**src/rtl/gpio_mp_pkg.sv**
```systemverilog
package gpio_mp_pkg;

    // Word indices (byte offset >> 2) of the control registers
    localparam logic [9:0] W_DIR   = 10'h100;
    localparam logic [9:0] W_SENSE = 10'h101;
    localparam logic [9:0] W_BOTH  = 10'h102;
    localparam logic [9:0] W_POL   = 10'h103;
    localparam logic [9:0] W_EN    = 10'h104;
    localparam logic [9:0] W_RAW   = 10'h105;
    localparam logic [9:0] W_MIS   = 10'h106;
    localparam logic [9:0] W_CLR   = 10'h107;
    localparam logic [9:0] W_ID0   = 10'h3F8;
    localparam int unsigned ID_BYTES = 4;

    localparam logic [31:0] PORT_ID = 32'h0004_1061;

    typedef enum logic [3:0] {
        SEL_NONE,
        SEL_DATA,
        SEL_DIR,
        SEL_SENSE,
        SEL_BOTH,
        SEL_POL,
        SEL_EN,
        SEL_RAW,
        SEL_MIS,
        SEL_CLR,
        SEL_ID
    } reg_sel_e;

    function automatic logic [7:0] id_byte(input logic [1:0] idx);
        return PORT_ID[idx*8 +: 8];
    endfunction

endpackage

```
**src/rtl/gpio_mp_decode.sv**
```systemverilog
module gpio_mp_decode
    import gpio_mp_pkg::*;
#(
    parameter int unsigned WORD_W = 10
) (
    input  logic [WORD_W-1:0] word,
    output reg_sel_e          sel,
    output logic [1:0]        id_idx
);

    always_comb begin
        sel    = SEL_NONE;
        id_idx = word[1:0];
        if (word[WORD_W-1 -: 2] == 2'b00) begin
            sel = SEL_DATA;
        end else if (word >= WORD_W'(W_ID0) &&
                     word <  WORD_W'(W_ID0 + 10'(ID_BYTES))) begin
            sel = SEL_ID;
        end else begin
            unique case (word)
                WORD_W'(W_DIR):   sel = SEL_DIR;
                WORD_W'(W_SENSE): sel = SEL_SENSE;
                WORD_W'(W_BOTH):  sel = SEL_BOTH;
                WORD_W'(W_POL):   sel = SEL_POL;
                WORD_W'(W_EN):    sel = SEL_EN;
                WORD_W'(W_RAW):   sel = SEL_RAW;
                WORD_W'(W_MIS):   sel = SEL_MIS;
                WORD_W'(W_CLR):   sel = SEL_CLR;
                default:          sel = SEL_NONE;
            endcase
        end
    end

endmodule

```
**src/rtl/gpio_mp_sync.sv**
```systemverilog
module gpio_mp_sync #(
    parameter int unsigned W      = 8,
    parameter int unsigned STAGES = 2
) (
    input  logic         clk,
    input  logic         rst_n,
    input  logic [W-1:0] din,
    output logic [W-1:0] dout
);

    logic [W-1:0] stg_d [STAGES];
    logic [W-1:0] stg_q [STAGES];

    always_comb begin
        stg_d[0] = din;
        for (int i = 1; i < STAGES; i++) begin
            stg_d[i] = stg_q[i-1];
        end
    end

    generate
        for (genvar g = 0; g < STAGES; g++) begin : g_stage
            always_ff @(posedge clk or negedge rst_n) begin
                if (!rst_n) stg_q[g] <= '0;
                else        stg_q[g] <= stg_d[g];
            end
        end
    endgenerate

    assign dout = stg_q[STAGES-1];

endmodule

```
**src/rtl/gpio_mp_irq.sv**
```systemverilog
module gpio_mp_irq #(
    parameter int unsigned N = 8
) (
    input  logic         clk,
    input  logic         rst_n,
    input  logic [N-1:0] pin,
    input  logic [N-1:0] sense,
    input  logic [N-1:0] both,
    input  logic [N-1:0] pol,
    input  logic [N-1:0] en,
    input  logic [N-1:0] clr,
    output logic [N-1:0] raw,
    output logic [N-1:0] mis,
    output logic         irq
);

    typedef struct packed {
        logic [N-1:0] prev;
        logic [N-1:0] flag;
    } irq_st_t;

    irq_st_t st_d, st_q;
    logic [N-1:0] rise, fall, event_hit, lvl_hit;

    always_comb begin
        rise      = pin & ~st_q.prev;
        fall      = ~pin & st_q.prev;
        event_hit = (both & (rise | fall))
                  | (~both & pol & rise)
                  | (~both & ~pol & fall);
        lvl_hit   = ~(pin ^ pol);

        st_d      = st_q;
        st_d.prev = pin;
        // a new event in the same cycle wins over a clear
        st_d.flag = (st_q.flag & ~clr) | (event_hit & ~sense);
    end

    always_ff @(posedge clk or negedge rst_n) begin
        if (!rst_n) st_q <= '0;
        else        st_q <= st_d;
    end

    assign raw = (sense & lvl_hit) | (~sense & st_q.flag);
    assign mis = raw & en;
    assign irq = |mis;

endmodule

```
**src/rtl/gpio_mask_port.sv**
```systemverilog
module gpio_mask_port
    import gpio_mp_pkg::*;
#(
    parameter int unsigned N_PINS      = 8,
    parameter int unsigned ADDR_W      = 12,
    parameter int unsigned SYNC_STAGES = 2
) (
    input  logic              clk,
    input  logic              rst_n,
    input  logic              bus_valid,
    input  logic              bus_write,
    input  logic [ADDR_W-1:2] bus_addr,
    input  logic [N_PINS-1:0] bus_wdata,
    output logic [N_PINS-1:0] bus_rdata,
    input  logic [N_PINS-1:0] pad_in,
    output logic [N_PINS-1:0] pad_out,
    output logic [N_PINS-1:0] pad_oe,
    output logic              irq
);

    localparam int unsigned WORD_W = ADDR_W - 2;

    typedef struct packed {
        logic [N_PINS-1:0] dir;
        logic [N_PINS-1:0] outv;
        logic [N_PINS-1:0] sense;
        logic [N_PINS-1:0] both;
        logic [N_PINS-1:0] pol;
        logic [N_PINS-1:0] en;
        logic [N_PINS-1:0] rdata;
    } port_st_t;

    port_st_t st_d, st_q;

    reg_sel_e          sel;
    logic [1:0]        id_idx;
    logic [N_PINS-1:0] pin_sync, raw, mis, clr, amask, wmask, level, rd_val;

    gpio_mp_decode #(.WORD_W(WORD_W)) u_dec (
        .word   (bus_addr),
        .sel    (sel),
        .id_idx (id_idx)
    );

    gpio_mp_sync #(.W(N_PINS), .STAGES(SYNC_STAGES)) u_sync (
        .clk   (clk),
        .rst_n (rst_n),
        .din   (pad_in),
        .dout  (pin_sync)
    );

    gpio_mp_irq #(.N(N_PINS)) u_irq (
        .clk   (clk),
        .rst_n (rst_n),
        .pin   (pin_sync),
        .sense (st_q.sense),
        .both  (st_q.both),
        .pol   (st_q.pol),
        .en    (st_q.en),
        .clr   (clr),
        .raw   (raw),
        .mis   (mis),
        .irq   (irq)
    );

    assign amask = bus_addr[N_PINS+1:2];
    assign wmask = amask & st_q.dir;
    assign level = (st_q.dir & st_q.outv) | (~st_q.dir & pin_sync);

    always_comb begin
        unique case (sel)
            SEL_DATA:  rd_val = level & amask;
            SEL_DIR:   rd_val = st_q.dir;
            SEL_SENSE: rd_val = st_q.sense;
            SEL_BOTH:  rd_val = st_q.both;
            SEL_POL:   rd_val = st_q.pol;
            SEL_EN:    rd_val = st_q.en;
            SEL_RAW:   rd_val = raw;
            SEL_MIS:   rd_val = mis;
            SEL_ID:    rd_val = N_PINS'(id_byte(id_idx));
            default:   rd_val = '0;
        endcase
    end

    always_comb begin
        st_d = st_q;
        clr  = '0;
        if (bus_valid && bus_write) begin
            unique case (sel)
                SEL_DATA:  st_d.outv  = (st_q.outv & ~wmask) | (bus_wdata & wmask);
                SEL_DIR:   st_d.dir   = bus_wdata;
                SEL_SENSE: st_d.sense = bus_wdata;
                SEL_BOTH:  st_d.both  = bus_wdata;
                SEL_POL:   st_d.pol   = bus_wdata;
                SEL_EN:    st_d.en    = bus_wdata;
                SEL_CLR:   clr        = bus_wdata;
                default:   ;
            endcase
        end
        if (bus_valid && !bus_write) begin
            st_d.rdata = rd_val;
        end
    end

    always_ff @(posedge clk or negedge rst_n) begin
        if (!rst_n) st_q <= '0;
        else        st_q <= st_d;
    end

    assign pad_out   = st_q.outv;
    assign pad_oe    = st_q.dir;
    assign bus_rdata = st_q.rdata;

endmodule

```
**config.mk**
```make
export PLATFORM = sky130hd
export DESIGN_NAME = gpio_mask_port
export DESIGN_NICKNAME = d
export VERILOG_FILES = /design/src/rtl/gpio_mp_pkg.sv /design/src/rtl/gpio_mp_decode.sv /design/src/rtl/gpio_mp_sync.sv /design/src/rtl/gpio_mp_irq.sv /design/src/rtl/gpio_mask_port.sv
export SDC_FILE = /design/constraint.sdc
export NUM_CORES = 1
export LEC_CHECK = 0
export BUFFER_PORTS_ARGS = -buffer_cell sky130_fd_sc_hd__clkbuf_2
export CORE_ASPECT_RATIO = 0.9
export CORE_UTILIZATION = 40
export DETAILED_ROUTE_END_ITERATION = 8
export HOLD_SLACK_MARGIN = 0.12
export SLEW_MARGIN = 20
export SYNTH_ARGS = -nofsm -noshare
export SYNTH_HDL_FRONTEND = slang
export SYNTH_SLANG_ARGS = --single-unit
```
**constraint.sdc**
```tcl
create_clock -name clk -period 1.7 [get_ports clk]
set_clock_uncertainty 0.15 [all_clocks]
set_input_delay 0.17 -clock clk [delete_from_list [all_inputs] [get_ports clk]]
set_output_delay 0.17 -clock clk [all_outputs]
set_load 0.05 [all_outputs]
```
* After elaboration in Yosys (flattened, before gate mapping)
Index checks and enable logic that the tools add are counted.
Operators by class: order comparisons 2, equality and inequality tests 18, shift operators 1, muxes and demuxes 6, bitwise gates (word level) 35, reduce and logical (&&, ||, !) cells 12
Operators by type and width (count):
- AND 8 bit | 18
- == test 10 x 9 -> 1 bit, second input constant | 8
- inverter 8 bit | 9
- case mux 8 bit (9 select lines) | 1
- OR 8 bit | 7
- case mux 4 bit (8 select lines) | 1
- variable part select 32 x 6 -> 8 bit, first input constant | 1
- == test 4 x 3 -> 1 bit, second input constant | 4
- 2-to-1 mux 8 bit | 2
- == test 4 bit, second input constant | 3
- AND reduction 2 bit | 6
- greater-or-equal comparator 10 bit, second input constant | 1
- less-than comparator 10 bit, second input constant | 1
- == test 4 x 2 -> 1 bit, second input constant | 2
- 2-to-1 mux 4 bit | 2
- OR reduction 8 bit | 1
- XOR 8 bit | 1
- == test 4 x 1 -> 1 bit, second input constant | 1
- logical AND 1 bit | 3
- zero test 2 bit | 1
- zero test 1 bit | 1
Word-level totals: bits in registers 88, word-level logic and storage cells 85

* Depth between registers and ports, before layout
word-level depth 10, mapped depth 7, mapped depth without buffers 5

* By module
From an unflattened synthesis, not the netlist that was laid out.
Unflattened totals: cell total of the unflattened synthesis 459, area, all modules 5051.1 um^2
By module, submodules not included:
- gpio_mask_port | instances 1, cells each 301, area an instance 3375.7 um^2
- gpio_mp_irq | instances 1, cells each 127, area an instance 1182.4 um^2
- gpio_mp_sync | instances 1, cells each 16, area an instance 400.4 um^2
- gpio_mp_decode | instances 1, cells each 15, area an instance 92.6 um^2

* Least setup slack after synthesis
Ideal clock, no wire load.
kind register -> output, start register u_sync.stg_q, in the netlist u_sync.dout[2], end output port irq, data arrival time 1548 ps, required time 1380 ps, slack -168 ps, cell stages (with the launch flop) 6, path through dfrtp_1 -> xnor2_1 -> mux2_2 -> o2bb2ai_1 -> a211oi_1 -> nand4_1
Between the ends: word-level cells in the longest chain between the ends 6
RTL lines:
- from (decl) | RTL line gpio_mp_sync.sv:12 | logic [W-1:0] stg_q [STAGES];
- from (signal, indexed assignment) | RTL line gpio_mp_sync.sv:25 | else stg_q[g] <= stg_d[g];
- XOR 8 bit | RTL line gpio_mp_irq.sv:31 | lvl_hit = ~(pin ^ pol);
- inverter 8 bit | RTL line gpio_mp_irq.sv:31
- AND 8 bit | RTL line gpio_mp_irq.sv:44 | assign raw = (sense & lvl_hit) | (~sense & st_q.flag);
- OR 8 bit | RTL line gpio_mp_irq.sv:44
- AND 8 bit | RTL line gpio_mp_irq.sv:45 | assign mis = raw & en;
- OR reduction 8 bit | RTL line gpio_mp_irq.sv:46 | assign irq = |mis;
- to (decl) | RTL line gpio_mask_port.sv:18 | output logic irq
Every way passes these cells.

* Worst setup path after layout
Ends and elaborated chain as after synthesis.

==> flow_summary_export.csv <==
group,metric,value,unit
timing,setup_tns,-0.5154,ns
outcome,status,"finished with violations",
routing,drc,0,
placement,port_buffers,54,
yosys,synth_cells,428,
routing,routed_wl,12120,um
global_route,overflow,0,
timing,fin_ws,-0.5154,ns
routing,routed-via-count,3638,
layout,area_growth,29.34,%
layout,num_antenna_cells,0,
yosys,async_flop_share,100.0,%
pwr,cellPowerDensity,773.2,nW/um2
floorplanning,core_area,11390,um2
timing,hold_viol_final,0,
floorplanning,fp.dieH,104.6,um
worst_setup_path,endpoint_kind,"output port",
clock_network,h-tree-depth,3,
pwr,p_total,4.678,mW
job,cap_viol_max_count,0,
routing,first_iter_violations,216,
floorplanning,start_util,41.08,%
global_route,antenna_found_initial,0,
routing,firstDrtPassIters,4,
layout,drive_gt1_share,39.03,%
yosys,synth_ff_type,"dfrtp_1",
global_route,grt_pass1_vias,3762,
layout,fin_util,53.13,%
routing,ant_nets,0,
pwr,p_leak,2.852,nW
timing,min_period,2.215,ns
placement,dp_hpwl,9091,um
floorplanning,ioPinCount,55,
global_route,grt_start_max_net_pins,40,
worst_setup_path,crit_path_start,"u_sync.dout[2]$_DFF_PN0_",
timing,whs,0.1214,ns
floorplanning,dieArea,12130,um2
yosys,yosys_register_bits,88,
global_route,grt_pass1_wl,19460,um
clock_network,clock_latency,0.34,ns
timing,worst_slew_pin_slew,0.6159,ns
timing,slew_violations,0,
worst_setup_path,critPathArrivalTime,1.90,ns
worst_setup_path,required,1.38,ns
clock_network,cts_buffers,9,
timing,clock.fmax,451.4,MHz
yosys,synth_nets,474,
min_path,hold_path_class,"in2async",
global_route,grt_usage,21.52,%
floorplanning,rows,37,
yosys,syn-cell-area,4678,um2
pwr,ir_drop,0.4534,mV
placement,place.gp.congestion,0.8408,
worst_setup_path,crit-reg2reg-launch,"st_q[18]$_DFFE_PN0P_",
yosys,yosys_warnings,0,
outcome,violations,"setup timing",
floorplanning,die_w,116.0,um
timing,finalSetupViolCount,1,
routing,vias_per_cell,5.110,
clock_network,cts_tree,"yes",
timing,rsz0062_at_grt,"yes",
worst_setup_path,cp-start-kind,"flop",
clock_network,ctsRootBufferMaster,"clkbuf_16",
timing,final.period_utilization,130.3,%
routing,routedWlPerCell,17.02,um
clock_network,cts_num_sinks,88,
timing,max_slew_margin,58.63,%
yosys,yosys.cell_types.count,53,
clock_network,cts_buffer_depth,2,
yosys,ys_seq_area_share,47.07,%
layout,fin_nets,597,
yosys,avgSynthCellArea,10.93,um2
worst_setup_path,critPathMaxFanout,2,
clock_network,clk_pin_slew,0.06,ns
worst_setup_path,crit_type,"reg2out",
yosys,synth-edff-count,0,
## logic make-up after synthesis
family	Yosys count	share of synthesized area [%]
xor+xnor	8	1.498
mux	59	15.49
flops	88	47.07
compound gates	91	11.98
buf+inv	65	7.702
fa+ha+maj	16	4.279
simple gates	101	11.98
## stage by stage
stage	cell area (um2)	worst slack [ns]	instances
2_1_floorplan	4678	-0.1678	428
3_3_place_gp	5510	-0.2847	678
3_5_place_dp	5510	-0.3069	678
4_1_cts	6021	-0.4993	712
5_1_grt	6051	-0.5418	712
6_report	6051	-0.5154	712
## what timing repair did
action | 4_1_cts | 5_1_grt
pin swaps | 0 | 4
endpoints found under the setup margin | 3 | 6
hold buffers | 18 | 0
buffers inserted | 0 | 1
gates cloned | 0 | 0
endpoints found under the hold margin | 152 | 0
gates resized for setup | 7 | 6
## flip-flops by register name (all words and copies together) (netlist names), named ones only
register,cells
pad_oe,8
u_sync.dout,8
bus_rdata,8
st_q,32
u_irq.st_q,16
u_sync.stg_d,8
## critical path, cell delays in order, from the launching register on
cell and delay (ns):
dfrtp_1 0.39, xnor2_1 0.14, mux2_4 0.28, o2bb2ai_2 0.13, a211oi_2 0.22, nand4_1 0.17, clkbuf_8 0.22
## worst paths after layout
kind | endpoint | slack, ns | depth (start not counted)
max | irq | -0.52 | 6
min | u_irq.st_q[14]$_DFF_PN0_ | 0.12 | 2
max reg2reg | bus_rdata[2]$_DFFE_PN0P_ | 0.04 | 5
min reg2reg | u_sync.dout[3]$_DFF_PN0_ | 0.20 | 0
max in group asynchronous | st_q[16]$_DFFE_PN0P_ | 0.75 | 3
min in group clk | flop | 0.16 | 4
## where the power goes
group          total [mW]  internal, mW  switching [mW]
registers            2.17          2.14          0.0318
clock network        1.99          1.21           0.777
logic               0.512         0.218           0.294
## placed cells by master (no fill, tap or decap), types with 3 or more instances in the layout
cell type / instances
nand3_1: 11
o31ai_1: 4
clkbuf_8: 3
mux2i_1: 6
buf_12: 3
ha_1: 16
mux2_2: 44
nand2_1: 41
a21oi_1: 8
mux4_2: 6
xnor2_1: 8
and3_1: 3
o21ai_0: 48
clkbuf_2: 52
dfrtp_1: 88
a31oi_1: 4
buf_4: 75
nor2_1: 13
nand4_1: 4
clkbuf_16: 9
inv_1: 27
nor2b_1: 4
o211ai_1: 3
dlygate4sd3_1: 18
a311oi_1: 4
a32oi_1: 3
## cell type report
class	count	area [um2]
clock inverter	3	40.04
fill	1033	5338
multi-input combinational	275	2163
inverter	27	101.3
clock buffer	13	260.3
tap	156	195.2
sequential	88	2202
timing repair buffer	150	1089
## Yosys cell counts (all sizes together), types with 3 or more instances
cell type	instances	area share (%)
and3	3	0.40
nand2	42	3.4
a31oi	4	0.53
nor2b	4	0.53
inv	27	2.2
o211ai	3	0.48
a21oi	8	0.86
xnor2	8	1.5
or2	4	0.54
dfrtp	88	47
mux2i	6	1.3
nor2	15	1.5
mux2	47	11
nand3	13	1.6
buf	32	5.1
nor3	4	0.91
o31ai	5	0.80
o21ai	50	5.3
mux4	6	2.9
a32oi	3	0.56
a311oi	6	1.1
ha	16	4.3
nand4	4	0.53
clkbuf	6	0.48
## layer usage
layer  up-vias  track usage (%)  share of wire [%]
met3         9            4.756                3.1
met2        66            35.03                 49
li1       1741                -                  -
met5         -                0                  0
met4         0            6.319                1.2
met1      1822            28.54                 46
(Power assumes the default switching activity.)
